--- src/rtl/baud_gen_pkg.sv ---
package baud_gen_pkg;

    typedef enum logic [0:0] {
        SEQ_FLUSH = 1'b0,
        SEQ_RUN   = 1'b1
    } seq_state_t;

    localparam int CFG_ADDR_W   = 8;
    localparam int CFG_DATA_W   = 32;
    localparam int GEN_WIDTH    = 16;
    localparam int DIV_WIDTH    = 8;
    localparam int PRE_RATIO    = 8;
    localparam int GEN_MIN      = 1;
    localparam int DIV_MIN      = 4;
    localparam int GEN_RESET    = 'h28B;
    localparam int DIV_RESET    = 'hF;

    localparam logic [CFG_ADDR_W-1:0] ADDR_MODE = 8'h04;
    localparam logic [CFG_ADDR_W-1:0] ADDR_GEN  = 8'h18;
    localparam logic [CFG_ADDR_W-1:0] ADDR_DIV  = 8'h34;

endpackage

--- src/rtl/baud_cfg_regs.sv ---
module baud_cfg_regs #(
    parameter int ADDR_W   = baud_gen_pkg::CFG_ADDR_W,
    parameter int DATA_W   = baud_gen_pkg::CFG_DATA_W,
    parameter int GEN_W    = baud_gen_pkg::GEN_WIDTH,
    parameter int DIV_W    = baud_gen_pkg::DIV_WIDTH,
    parameter int GEN_MIN  = baud_gen_pkg::GEN_MIN,
    parameter int DIV_MIN  = baud_gen_pkg::DIV_MIN,
    parameter int GEN_RST  = baud_gen_pkg::GEN_RESET,
    parameter int DIV_RST  = baud_gen_pkg::DIV_RESET
) (
    input  logic              clk,
    input  logic              rst_n,
    input  logic              we,
    input  logic [ADDR_W-1:0] addr,
    input  logic [DATA_W-1:0] wdata,
    output logic [GEN_W-1:0]  gen_q,
    output logic [DIV_W-1:0]  div_q,
    output logic              pre_q,
    output logic              accept
);
    import baud_gen_pkg::*;

    localparam logic [DATA_W-1:0] GEN_FLOOR = DATA_W'(GEN_MIN);
    localparam logic [DATA_W-1:0] DIV_FLOOR = DATA_W'(DIV_MIN);

    logic hit_mode;
    logic hit_gen;
    logic hit_div;
    logic take_gen;
    logic take_div;

    always_comb begin
        hit_mode = we && (addr == ADDR_MODE);
        hit_gen  = we && (addr == ADDR_GEN);
        hit_div  = we && (addr == ADDR_DIV);
        take_gen = hit_gen && (wdata >= GEN_FLOOR);
        take_div = hit_div && (wdata >= DIV_FLOOR);
        accept   = hit_mode || take_gen || take_div;
    end

    always_ff @(posedge clk) begin
        if (!rst_n) begin
            gen_q <= GEN_W'(GEN_RST);
            div_q <= DIV_W'(DIV_RST);
            pre_q <= 1'b0;
        end else begin
            if (hit_mode) begin
                pre_q <= wdata[0];
            end
            if (take_gen) begin
                gen_q <= wdata[GEN_W-1:0];
            end
            if (take_div) begin
                div_q <= wdata[DIV_W-1:0];
            end
        end
    end

endmodule

--- src/rtl/baud_seq_fsm.sv ---
module baud_seq_fsm (
    input  logic clk,
    input  logic rst_n,
    input  logic restart,
    output logic run
);
    import baud_gen_pkg::*;

    seq_state_t state_q;
    seq_state_t state_d;

    always_comb begin
        state_d = state_q;
        unique case (state_q)
            SEQ_FLUSH: state_d = restart ? SEQ_FLUSH : SEQ_RUN;
            SEQ_RUN:   state_d = restart ? SEQ_FLUSH : SEQ_RUN;
            default:   state_d = SEQ_FLUSH;
        endcase
    end

    always_ff @(posedge clk) begin
        if (!rst_n) begin
            state_q <= SEQ_FLUSH;
        end else begin
            state_q <= state_d;
        end
    end

    always_comb begin
        unique case (state_q)
            SEQ_FLUSH: run = 1'b0;
            SEQ_RUN:   run = !restart;
            default:   run = 1'b0;
        endcase
    end

endmodule

--- src/rtl/baud_prescaler.sv ---
module baud_prescaler #(
    parameter int RATIO = baud_gen_pkg::PRE_RATIO
) (
    input  logic clk,
    input  logic rst_n,
    input  logic clear,
    input  logic run,
    input  logic pre_on,
    output logic step
);
    generate
        if (RATIO > 1) begin : g_div
            localparam int PW = $clog2(RATIO);
            localparam logic [PW-1:0] LAST = PW'(RATIO - 1);
            logic [PW-1:0] cnt_q;
            logic          at_last;

            assign at_last = (cnt_q == LAST);

            always_ff @(posedge clk) begin
                if (!rst_n || clear) begin
                    cnt_q <= '0;
                end else if (run) begin
                    cnt_q <= at_last ? '0 : cnt_q + PW'(1);
                end
            end

            assign step = run && (!pre_on || at_last);
        end else begin : g_pass
            logic unused_sig;
            assign unused_sig = clk ^ rst_n ^ clear ^ pre_on;
            assign step = run;
        end
    endgenerate

endmodule

--- src/rtl/baud_stage_counter.sv ---
module baud_stage_counter #(
    parameter int W = 16
) (
    input  logic         clk,
    input  logic         rst_n,
    input  logic         clear,
    input  logic         adv,
    input  logic [W-1:0] last,
    output logic         wrap
);
    logic [W-1:0] cnt_q;

    assign wrap = adv && (cnt_q == last);

    always_ff @(posedge clk) begin
        if (!rst_n || clear) begin
            cnt_q <= '0;
        end else if (adv) begin
            cnt_q <= wrap ? '0 : cnt_q + W'(1);
        end
    end

endmodule

--- src/rtl/baud_tick_gen.sv ---
module baud_tick_gen #(
    parameter int ADDR_W    = baud_gen_pkg::CFG_ADDR_W,
    parameter int DATA_W    = baud_gen_pkg::CFG_DATA_W,
    parameter int GEN_W     = baud_gen_pkg::GEN_WIDTH,
    parameter int DIV_W     = baud_gen_pkg::DIV_WIDTH,
    parameter int PRE_RATIO = baud_gen_pkg::PRE_RATIO
) (
    input  logic              clk,
    input  logic              rst_n,
    input  logic              cfg_we,
    input  logic [ADDR_W-1:0] cfg_addr,
    input  logic [DATA_W-1:0] cfg_wdata,
    output logic              sample_tick,
    output logic              bit_strobe,
    output logic [GEN_W-1:0]  gen_value,
    output logic [DIV_W-1:0]  div_value,
    output logic              prescale_on
);
    logic             restart;
    logic             run;
    logic             pre_step;
    logic             gen_wrap;
    logic             div_wrap;
    logic [GEN_W-1:0] gen_last;
    logic             tick_q;
    logic             strobe_q;

    baud_cfg_regs #(
        .ADDR_W (ADDR_W),
        .DATA_W (DATA_W),
        .GEN_W  (GEN_W),
        .DIV_W  (DIV_W)
    ) u_regs (
        .clk    (clk),
        .rst_n  (rst_n),
        .we     (cfg_we),
        .addr   (cfg_addr),
        .wdata  (cfg_wdata),
        .gen_q  (gen_value),
        .div_q  (div_value),
        .pre_q  (prescale_on),
        .accept (restart)
    );

    baud_seq_fsm u_seq (
        .clk     (clk),
        .rst_n   (rst_n),
        .restart (restart),
        .run     (run)
    );

    baud_prescaler #(
        .RATIO (PRE_RATIO)
    ) u_pre (
        .clk    (clk),
        .rst_n  (rst_n),
        .clear  (restart),
        .run    (run),
        .pre_on (prescale_on),
        .step   (pre_step)
    );

    assign gen_last = gen_value - GEN_W'(1);

    baud_stage_counter #(
        .W (GEN_W)
    ) u_gen_cnt (
        .clk   (clk),
        .rst_n (rst_n),
        .clear (restart),
        .adv   (pre_step),
        .last  (gen_last),
        .wrap  (gen_wrap)
    );

    baud_stage_counter #(
        .W (DIV_W)
    ) u_div_cnt (
        .clk   (clk),
        .rst_n (rst_n),
        .clear (restart),
        .adv   (gen_wrap),
        .last  (div_value),
        .wrap  (div_wrap)
    );

    always_ff @(posedge clk) begin
        if (!rst_n) begin
            tick_q   <= 1'b0;
            strobe_q <= 1'b0;
        end else begin
            tick_q   <= gen_wrap && !restart;
            strobe_q <= div_wrap && !restart;
        end
    end

    assign sample_tick = tick_q;
    assign bit_strobe  = strobe_q;

endmodule

--- config.mk ---
export PLATFORM = sky130hd
export DESIGN_NAME = baud_tick_gen
export DESIGN_NICKNAME = d
export VERILOG_FILES = /design/src/rtl/baud_gen_pkg.sv /design/src/rtl/baud_cfg_regs.sv /design/src/rtl/baud_seq_fsm.sv /design/src/rtl/baud_prescaler.sv /design/src/rtl/baud_stage_counter.sv /design/src/rtl/baud_tick_gen.sv
export SDC_FILE = /design/constraint.sdc
export NUM_CORES = 1
export LEC_CHECK = 0
export BUFFER_PORTS_ARGS = -buffer_cell sky130_fd_sc_hd__buf_2
export CAP_MARGIN = 20
export CORE_MARGIN = 5
export CORE_UTILIZATION = 55
export CTS_CLUSTER_SIZE = 8
export DETAILED_ROUTE_END_ITERATION = 6
export GPL_ROUTABILITY_DRIVEN = 0
export PLACE_DENSITY = 0.91
export SYNTH_ARGS = -nofsm -noshare
export SYNTH_HDL_FRONTEND = slang
export SYNTH_SLANG_ARGS = --single-unit
export TNS_END_PERCENT = 10
--- constraint.sdc ---
create_clock -name clk -period 3.55 [get_ports clk]
set_clock_uncertainty 0.15 [all_clocks]
set_input_delay 0.1775 -clock clk [delete_from_list [all_inputs] [get_ports clk]]
set_output_delay 0.1775 -clock clk [all_outputs]
set_load 0.01 [all_outputs]
==> out/metrics.cfg <==
[status]
status = finished clean

[worst_setup_path]
crit_arrival_ns = 3.31
worst-path-max-fanout = 18
cp.required_ns = 3.64
worstReg2RegEnd = u_div_cnt.cnt_q[5]
reg2reg_slack_ns = 0.33
worst_setup_path_end_kind = flip-flop
cp_cell_sequence = inv_1 > ha_1 > o21bai_1 > a211oi_1 > nor4_1 > a2111oi_2 > o211ai_1 > buf_4 > or4_1 > a21oi_1
reg2reg_depth = 10
crit_type = flip-flop to flip-flop
path_buf_inv = 2
critical-path-top-delay-family = compound AO/OA/AOI/OAI gates
reg2reg_from = u_regs.gen_q[0]
slowest_delay_ns = 0.53
cp_slowest_cell = dfxtp_1
worstSetupStartpointType = flip-flop

[pwr]
power.density_mw_per_mm2 = 278
ir_worst_vdd_mv = 0.238
total_leakage_power_nw = 1.54
p_total_mw = 1.04

[yosys]
syn_area_mm2 = 0.00320
synth_edf_count = 0
ys_seq_area_share_pct = 34.5
ys_seq_elements = 55
syn_nets = 428
ys_warn_count = 0
syn_avg_cell_area_um2 = 8.41
synthCells = 380
synthArstFlopShare_pct = 0
ys_types = 45
ys.flop_type = dfxtp_1

[floorplan]
io-pin-count = 70
die_w_um = 86.2
die_y_um = 86.2
die_area_mm2 = 0.00743
fp-row-count = 27
start_util_pct = 57.3
coreArea_mm2 = 0.00557

[cts]
post_cts_buffers = 0
tritoncts = yes
clk_pin_slew_worst_paths_ns = 0.09
cts_buffers = 5
h-tree-depth = 2
cts_root_buffer = clkbuf_8
clock-sinks = 55
clockBufferDepth = 2
clk-insertion-delay-late_ns = 0.30

[placed_design]
port-buffer-count = 69
place_ws_ns = 0.346
dp.final_hpwl_um = 6240

[route]
drc_errors = 0
drt_iter0_drc = 312
drt_wl_total_um = 8330
vias = 3085
drt_pass1_iterations = 4
wl_per_cell_um = 16.0
vias_per_cell = 5.93
antenna_left = 0

[sta]
rsz0062_at_grt = no
worst_slew_pin_slew_ns = 0.803
hold_viol = 0
final.setup.worst_slack_ns = 0.328
finalMaxSlewViolations = 0
timing.fmax_mhz = 310
fin_crit_sh_pct = 90.8
tns_ns = 0
finalSetupViolations = 0
layout_min_cycle_time_ns = 3.22
relSlewSlack_pct = 46.3

[grt]
grt_pass1_wl_um = 13900
antenna_found_initial = 0
grt_pass1_vias = 2998
grtUsageTotal_pct = 22.8
grt_overflow = 0
grt_start_max_net_pins = 27

[finish]
nets = 495
drive_gt1_share_pct = 19.2
fill_cells = 409
diodes = 0
area_growth_pct = 16.6
final_common_cell = buf_2
layout_common_cells = 69 x buf_2, 55 x dfxtp_1, 39 x nor2_1

[hold_path]
holdCritStartpoint = cfg_wdata[10]
hold_class = input pin to flip-flop
holdPathStages = 3
holdPathEnd = u_regs.gen_q[10]

[flow_run]
drv_cap = 0

## state kept, by name (all words and copies together), names as in the netlist
name and flops:
u_gen_cnt.cnt_q 16, u_div_cnt.cnt_q 8, u_regs.pre_q 1, u_regs.div_q 8, u_pre.g_div.cnt_q 3, bit_strobe 1, u_regs.gen_q 16, sample_tick 1
u_seq.state_q 1
## worst register-to-register path, cell delays in order, from the launching register on
cell and delay, ns:
dfxtp_1 0.53, inv_1 0.09, ha_1 0.34, o21bai_1 0.21
a211oi_1 0.24, nor4_1 0.09, a2111oi_2 0.47, o211ai_1 0.17
buf_4 0.23, or4_1 0.49, a21oi_1 0.17
## final cells by class
class / instances / area, um2 / share of cell area, %
sequential: 55 / 1100 / 29.6
timing repair buffer: 80 / 443 / 11.9
clock inverter: 1 / 5.00 / 0.134
tap: 72 / 90.1 / 2.42
inverter: 12 / 45.0 / 1.21
multi-input combinational: 293 / 1960 / 52.7
clock buffer: 7 / 76.3 / 2.05
## kinds of logic after synthesis
group	count (synthesis)	synth area share (%)
AND/OR/NAND/NOR	170	28.9
flip-flops	55	34.5
AO/OA/AOI/OAI	50	10.4
XOR/XNOR	44	12.5
buffers and inverters	32	4.23
multiplexers	24	7.52
adder cells (fa/ha/maj)	5	1.96
## worst max path at each step
stage / startpoint / to / depth (start not counted)
floorplan: u_regs.gen_q[0] / u_div_cnt.cnt_q[0] / 13
global placement: u_regs.gen_q[0] / u_div_cnt.cnt_q[2] / 9
detailed placement: u_regs.gen_q[0] / u_div_cnt.cnt_q[2] / 9
CTS: u_regs.gen_q[0] / u_div_cnt.cnt_q[5] / 9
global route: u_regs.gen_q[0] / u_div_cnt.cnt_q[5] / 9
finish: u_regs.gen_q[0] / u_div_cnt.cnt_q[5] / 10
## cell usage after synthesis, types with 2 or more instances
master / number / area, um2
a211oi_1: 2 / 15.0
a21oi_1: 13 / 65.1
a31oi_1: 5 / 31.3
a32oi_1: 2 / 17.5
and3_1: 5 / 31.3
and4_1: 2 / 17.5
buf_6: 2 / 22.5
clkbuf_1: 17 / 63.8
dfxtp_1: 55 / 1100
ha_1: 5 / 62.6
inv_1: 12 / 45.0
mux2i_1: 24 / 240
nand2_1: 23 / 86.3
nand2b_1: 10 / 62.6
nand3_1: 11 / 55.1
nand3b_1: 2 / 15.0
nand4_1: 9 / 56.3
nand4b_1: 2 / 17.5
nor2_1: 39 / 146
nor2b_1: 18 / 113
nor3_1: 14 / 70.1
nor4_1: 14 / 87.6
nor4_2: 2 / 25.0
o211ai_1: 4 / 30.0
o21ai_0: 5 / 25.0
o21ai_1: 2 / 10.0
o22ai_1: 2 / 12.5
o31ai_1: 8 / 60.1
or3_1: 4 / 25.0
or4_1: 11 / 82.6
xnor2_1: 33 / 289
xor2_1: 10 / 87.6
## per-layer routing
layer	vias to the layer above	wire, um	track usage, %
met2	156	4020	38.8
li1	1490	-	-
met3	21	668	4.47
met5	-	0	0
met1	1418	3430	28.3
met4	0	204	9.63
## power breakdown
group          internal [mW]  switching (mW)  total (mW)
Combinational         0.0383          0.0381      0.0764
Clock                  0.139           0.193       0.332
Sequential             0.621         0.00605       0.627
## metrics by stage
| stage | util [%] | area [um2] | instances | hold slack [ns] |
|---|---|---|---|---|
| 6_report | 66.8 | 3720 | 520 | 0.00432 |
| 5_1_grt | 66.8 | 3720 | 520 | 0.00657 |
| 4_1_cts | 66.7 | 3720 | 520 | 0.00232 |
| 3_5_place_dp | 64.2 | 3580 | 506 | 0.270 |
| 3_3_place_gp | 64.2 | 3580 | 506 | 0.263 |
| 2_1_floorplan | - | 3200 | 380 | 0.152 |
## what timing repair did
item,CTS,global route
setup endpoints to repair,0,1
gates resized for setup,0,1
hold buffers,6,0
hold endpoints to repair,6,0
(Power assumes the default switching activity.)
